===== src/rtl/gs_pwm_pkg.sv =====
package gs_pwm_pkg;
  typedef enum logic [1:0] {
    ST_IDLE  = 2'd0,
    ST_ARM   = 2'd1,
    ST_WFALL = 2'd2,
    ST_RUN   = 2'd3
  } seq_st_e;
endpackage


===== src/rtl/gs_sync2.sv =====
module gs_sync2 #(
  parameter logic RST_VAL = 1'b0
) (
  input  logic clk_i,
  input  logic rst_ni,
  input  logic d_i,
  output logic q_o
);
  logic s1_q, s2_q;

  always_ff @(posedge clk_i or negedge rst_ni) begin
    if (!rst_ni) begin
      s1_q <= RST_VAL;
      s2_q <= RST_VAL;
    end else begin
      s1_q <= d_i;
      s2_q <= s1_q;
    end
  end

  assign q_o = s2_q;
endmodule


===== src/rtl/gs_prescale.sv =====
module gs_prescale #(
  parameter int DW = 3
) (
  input  logic          clk_i,
  input  logic          rst_ni,
  input  logic          clear_i,
  input  logic          fall_i,
  input  logic          bc_en_i,
  input  logic [DW-1:0] code_i,
  output logic          tick_o
);
  logic [DW-1:0] pre_q;
  logic [DW-1:0] lim;

  // bypass forces divide-by-one
  assign lim    = bc_en_i ? code_i : '0;
  assign tick_o = fall_i && (pre_q >= lim);

  always_ff @(posedge clk_i or negedge rst_ni) begin
    if (!rst_ni) begin
      pre_q <= '0;
    end else if (clear_i) begin
      pre_q <= '0;
    end else if (fall_i) begin
      pre_q <= tick_o ? '0 : pre_q + 1'b1;
    end
  end
endmodule


===== src/rtl/gs_seq_ctrl.sv =====
module gs_seq_ctrl
  import gs_pwm_pkg::*;
#(
  parameter int GW = 8
) (
  input  logic          clk_i,
  input  logic          rst_ni,
  input  logic          gs_lvl_i,
  input  logic          blank_lvl_i,
  input  logic          tick_i,
  output logic          fall_o,
  output logic          run_o,
  output logic [GW-1:0] cnt_o
);
  localparam logic [GW-1:0] CMAX = {GW{1'b1}};

  logic    gs_d;
  logic    rise;
  seq_st_e st_q, st_d;
  logic [GW-1:0] cnt_q;

  always_ff @(posedge clk_i or negedge rst_ni) begin
    if (!rst_ni) gs_d <= 1'b0;
    else         gs_d <= gs_lvl_i;
  end

  assign rise   = gs_lvl_i && !gs_d;
  assign fall_o = !gs_lvl_i && gs_d;

  always_comb begin
    st_d = st_q;
    if (blank_lvl_i) begin
      st_d = ST_IDLE;
    end else begin
      unique case (st_q)
        ST_IDLE:  st_d = ST_ARM;
        ST_ARM:   if (rise)   st_d = ST_WFALL;
        ST_WFALL: if (fall_o) st_d = ST_RUN;
        ST_RUN:   st_d = ST_RUN;
        default:  st_d = ST_IDLE;
      endcase
    end
  end

  always_ff @(posedge clk_i or negedge rst_ni) begin
    if (!rst_ni) st_q <= ST_IDLE;
    else         st_q <= st_d;
  end

  // count restarts from zero on every entry to run, saturates at max
  always_ff @(posedge clk_i or negedge rst_ni) begin
    if (!rst_ni) begin
      cnt_q <= '0;
    end else if (st_q != ST_RUN) begin
      cnt_q <= '0;
    end else if (tick_i && cnt_q != CMAX) begin
      cnt_q <= cnt_q + 1'b1;
    end
  end

  assign run_o = (st_q == ST_RUN);
  assign cnt_o = cnt_q;
endmodule


===== src/rtl/gs_chan_cmp.sv =====
module gs_chan_cmp #(
  parameter int NCH = 16,
  parameter int GW  = 8
) (
  input  logic [NCH*GW-1:0] data_i,
  input  logic              mode16_i,
  input  logic              run_i,
  input  logic              shdn_i,
  input  logic [GW-1:0]     cnt_i,
  output logic [NCH-1:0]    en_o
);
  for (genvar i = 0; i < NCH; i++) begin : g_ch
    localparam int PAIR = i / 2;
    logic [GW-1:0] val;
    assign val     = mode16_i ? data_i[i*GW +: GW] : data_i[PAIR*GW +: GW];
    assign en_o[i] = run_i && !shdn_i && (cnt_i < val);
  end
endmodule


===== src/rtl/gs_pwm_seq.sv =====
module gs_pwm_seq
  import gs_pwm_pkg::*;
#(
  parameter int NCH = 16,
  parameter int GW  = 8,
  parameter int DW  = 3
) (
  input  logic              clk_i,
  input  logic              rst_ni,
  input  logic              gsclk_i,
  input  logic              blank_i,
  input  logic              mode16_i,
  input  logic              bc_en_i,
  input  logic [DW-1:0]     div_code_i,
  input  logic [NCH*GW-1:0] gs_data_i,
  input  logic              shdn_i,
  output logic [NCH-1:0]    ch_en_o,
  output logic              any_on_o
);
  logic          gs_lvl, blank_lvl;
  logic          fall_w, tick_w, run_w;
  logic [GW-1:0] cnt_w;

  gs_sync2 #(.RST_VAL(1'b0)) u_sync_gs (
    .clk_i (clk_i), .rst_ni(rst_ni), .d_i(gsclk_i), .q_o(gs_lvl)
  );

  gs_sync2 #(.RST_VAL(1'b1)) u_sync_blank (
    .clk_i (clk_i), .rst_ni(rst_ni), .d_i(blank_i), .q_o(blank_lvl)
  );

  gs_seq_ctrl #(.GW(GW)) u_ctrl (
    .clk_i      (clk_i),
    .rst_ni     (rst_ni),
    .gs_lvl_i   (gs_lvl),
    .blank_lvl_i(blank_lvl),
    .tick_i     (tick_w),
    .fall_o     (fall_w),
    .run_o      (run_w),
    .cnt_o      (cnt_w)
  );

  gs_prescale #(.DW(DW)) u_pre (
    .clk_i  (clk_i),
    .rst_ni (rst_ni),
    .clear_i(!run_w),
    .fall_i (fall_w),
    .bc_en_i(bc_en_i),
    .code_i (div_code_i),
    .tick_o (tick_w)
  );

  gs_chan_cmp #(.NCH(NCH), .GW(GW)) u_cmp (
    .data_i  (gs_data_i),
    .mode16_i(mode16_i),
    .run_i   (run_w),
    .shdn_i  (shdn_i),
    .cnt_i   (cnt_w),
    .en_o    (ch_en_o)
  );

  assign any_on_o = |ch_en_o;
endmodule


===== config.mk =====
export PLATFORM = sky130hd
export DESIGN_NAME = gs_pwm_seq
export DESIGN_NICKNAME = d
export VERILOG_FILES = /design/src/rtl/gs_pwm_pkg.sv /design/src/rtl/gs_sync2.sv /design/src/rtl/gs_prescale.sv /design/src/rtl/gs_seq_ctrl.sv /design/src/rtl/gs_chan_cmp.sv /design/src/rtl/gs_pwm_seq.sv
export SDC_FILE = /design/constraint.sdc
export NUM_CORES = 1
export LEC_CHECK = 0
export BUFFER_PORTS_ARGS = -buffer_cell sky130_fd_sc_hd__buf_2
export CAP_MARGIN = 20
export CORE_UTILIZATION = 55
export CTS_CLUSTER_DIAMETER = 30
export DETAILED_ROUTE_END_ITERATION = 12
export GPL_TIMING_DRIVEN = 0
export MAX_ROUTING_LAYER = met4
export PLACE_DENSITY = 0.87
export SKIP_CTS_REPAIR_TIMING = 1
export SLEW_MARGIN = 30
export SYNTH_ARGS = -nofsm -noshare
export SYNTH_HDL_FRONTEND = slang
export SYNTH_SLANG_ARGS = --single-unit
export TNS_END_PERCENT = 30

===== constraint.sdc =====
create_clock -name clk_i -period 9.2 [get_ports clk_i]
set_input_delay 2.76 -clock clk_i [delete_from_list [all_inputs] [get_ports clk_i]]
set_output_delay 2.76 -clock clk_i [all_outputs]
set_load 0.02 [all_outputs]

==> impl_metrics.py <==
metrics = {
    "run": {
        "maxCapViolCount": 0,
    },
    "synth": {
        "syn_avg_cell_area_um2": 8.00,
        "syn-num-nets": 817,
        "ys_warn_count": 0,
        "syn_area_um2": 4490,
        "synthCells": 562,
        "yosysSeqAreaShare_pct": 10.1,
        "synth.ff_latch_count": 18,
        "post-synth-top-area-fraction_pct": 32.6,
        "synthTopCellsByArea": "ha_1 (33%), a21oi_1 (14%), dfrtp_1 (8.9%)",
        "ys.flop_type": "dfrtp_1",
        "netlist.top_cell.by_area": "ha_1",
        "ys_types": 49,
        "synth_edf_count": 0,
        "synthArstFlopShare_pct": 100,
    },
    "sta": {
        "fmax_mhz": 111,
        "fin_setup_tns_ns": 0,
        "setup_violations": 0,
        "fin_skew_ns": 0.00639,
        "worst_pin_slew_ns": 0.980,
        "min_period_ns": 8.98,
        "hold-worst-slack_ns": 0.353,
        "drv_slew": 0,
        "fin_crit_sh_pct": 97.6,
        "max_slew_margin_pct": 34.6,
        "hold_viol": 0,
        "rsz0062_at_grt": "no",
    },
    "floorplan": {
        "initial_core_util_pct": 57.6,
        "io_pins": 155,
        "die_w_um": 92.4,
        "num_rows": 32,
        "core_um2": 7810,
        "die-area_um2": 8540,
        "dieHeight_um": 92.4,
    },
    "critical_path": {
        "path_max_fanout": 10,
        "critPathLaunchType": "primary input",
        "r2r_cells": 6,
        "max_stage_delay_ns": 0.62,
        "endpoint_kind": "primary output",
        "critical_path_buf_inv_count": 6,
        "worstPathArrival_ns": 6.22,
        "critical_path_required_ns": 6.44,
        "slowest_stage": "nor4_1",
        "path_delay_family": "buffers and inverters",
        "critical_path_class": "in2out",
        "critical_path.cell_chain": "buf_6, buf_8, buf_2, buf_1, buf_1, a21oi_1, ha_1, and4_1, a211oi_1, and3_1, nor4_1, nand4b_1, buf_2",
        "cp_num_cells": 13,
    },
    "layout": {
        "antennaDiodeCount": 0,
        "n_fill_cell": 709,
        "final_cell_count_no_fill": 821,
        "syn_to_final_growth_pct": 20.9,
        "multiInputGateArea_um2": 3880,
        "drive_above_1_share_pct": 23.9,
        "regArea_um2": 453,
        "final_nets": 975,
    },
    "cts": {
        "max-clock-path-buffers": 2,
        "cts.sinks": 18,
        "cts_tree": "built",
        "h-tree-depth": 1,
        "clock_latency_ns": 0.24,
        "cts_root_buffer": "clkbuf_8",
        "path_clk_slew_ns": 0.06,
        "cts_buffers": 3,
    },
    "placement": {
        "placedCellCount": 817,
        "numPortBuffers": 153,
        "place.gp.congestion": 0.961,
        "hpwl_um": 12500,
    },
    "outcome": {
        "status": "finished, final reports clean",
    },
    "detailed_routing": {
        "wl_per_cell_um": 18.7,
        "drc_errors": 0,
        "num_vias": 5166,
        "drtPass1Iterations": 5,
        "drt-initial-drc-count": 310,
        "viasPerCell": 6.29,
        "ant_nets": 0,
        "routed_wl_um": 15300,
    },
    "worst_hold_path": {
        "hold_path_class": "reg2reg",
        "holdPathStages": 0,
    },
    "global_routing": {
        "grt_pass1_wl_um": 23500,
        "grtUsageTotal_pct": 35.8,
        "grt_max_degree": 21,
        "grt_pass1_vias": 5005,
        "antenna_found_initial": 0,
        "overflow": 0,
    },
    "power_and_ir_drop": {
        "power_density_nw_per_um2": 53.6,
        "leakagePower_nw": 2.88,
        "ir_drop_v": 0.000103,
    },
}
layer usage:
layer	up-vias	global-route usage [%]	part of all wire, %
met5	-	-	0
met4	0	11.2	2.7
met3	44	4.68	9.0
met2	272	61.4	46
met1	2386	43.4	42
li1	2464	-	-
synth_stat cells, types with 2 or more instances:
library cell  number
o211a_1            3
nand3_1           11
o21a_1             7
clkbuf_1          11
inv_1             13
mux2_2             2
nor2_1            17
nor3_1             2
a21o_1            12
nand4_1            4
a2111oi_2          2
nor2b_1           52
dfstp_2            2
o21bai_1           5
and3_1             3
nand2_1           25
mux2i_1           19
dfrtp_1           16
nor4b_1            2
nor4_1            10
and4_1             8
a211oi_1          16
a21oi_1          125
xnor2_1            3
o21ai_0           21
ha_1             117
a21boi_0           3
or3_1              4
nand2b_1           4
a211o_1            4
xor2_1             4
buf_1              6
buf_2              4
o211ai_1           3
and2_1             3
or4_1              3
o22ai_1            3
a31oi_1            2
through the flow:
| step | area [um2] | utilization (%) | total power, mW | setup slack [ns] |
|---|---|---|---|---|
| floorplan | 4490 | - | 0.173 | 0.733 |
| global route | 5430 | 69.6 | 0.312 | 0.117 |
| CTS | 5430 | 69.6 | 0.291 | 0.342 |
| global placement | 5390 | 69.0 | 0.230 | 0.388 |
| finish | 5430 | 69.6 | 0.291 | 0.222 |
| detailed placement | 5390 | 69.0 | 0.237 | 0.347 |
final timing paths:
kind / start / to / slack, ns
hold / removal: u_sync_gs.s1_q / u_sync_gs.q_o / 0.35
min in group asynchronous: rst_ni / u_pre.pre_q[1] / 2.43
hold reg to reg: u_sync_gs.s1_q / u_sync_gs.q_o / 0.35
setup / recovery: mode16_i / any_on_o / 0.22
setup reg to reg: u_ctrl.cnt_o[5] / u_ctrl.cnt_o[4] / 6.92
max in group asynchronous: rst_ni / u_sync_blank.q_o / 6.46
layout make-up:
cell class                      instances  area share (%)
Buffer                                 23            2.03
Clock buffer                            4           0.829
Inverter                               13           0.898
Multi-Input combinational cell        508            71.5
Sequential cell                        18            8.34
Tap cell                              102            2.35
Timing Repair Buffer                  153            14.1
cell families after synthesis:
group                    share of synthesized area, %
XOR/XNOR                                         1.36
multiplexers                                     5.07
flip-flops                                       10.1
adder cells (fa/ha/maj)                          32.6
AND/OR/NAND/NOR                                  19.4
buffers and inverters                            3.54
AO/OA/AOI/OAI                                    28.0
state kept, by name (all words and copies together) (netlist names):
signal / cells
u_sync_gs.q_o: 1
u_ctrl.gs_d: 1
u_sync_blank.s1_q: 1
u_ctrl.st_q: 2
u_sync_gs.s1_q: 1
u_pre.pre_q: 3
u_sync_blank.q_o: 1
u_ctrl.cnt_o: 8
power breakdown:
group / internal, mW / switching, mW / total (mW)
Combinational: 0.0691 / 0.0868 / 0.156
Clock: 0.0306 / 0.0224 / 0.0530
Sequential: 0.0813 / 0.00123 / 0.0825
Total: 0.181 / 0.110 / 0.291
placed cells by master (no fill, tap or decap), drive strengths merged, types with 15 or more instances in the layout:
| cell | n |
|---|---|
| nand2 | 25 |
| buf | 165 |
| a21oi | 125 |
| a211oi | 16 |
| nor2b | 52 |
| mux2i | 19 |
| ha | 117 |
| nor2 | 17 |
| o21ai | 21 |
| dfrtp | 16 |
| clkbuf | 15 |
No activity file was read; power rests on OpenSTA's default activity.
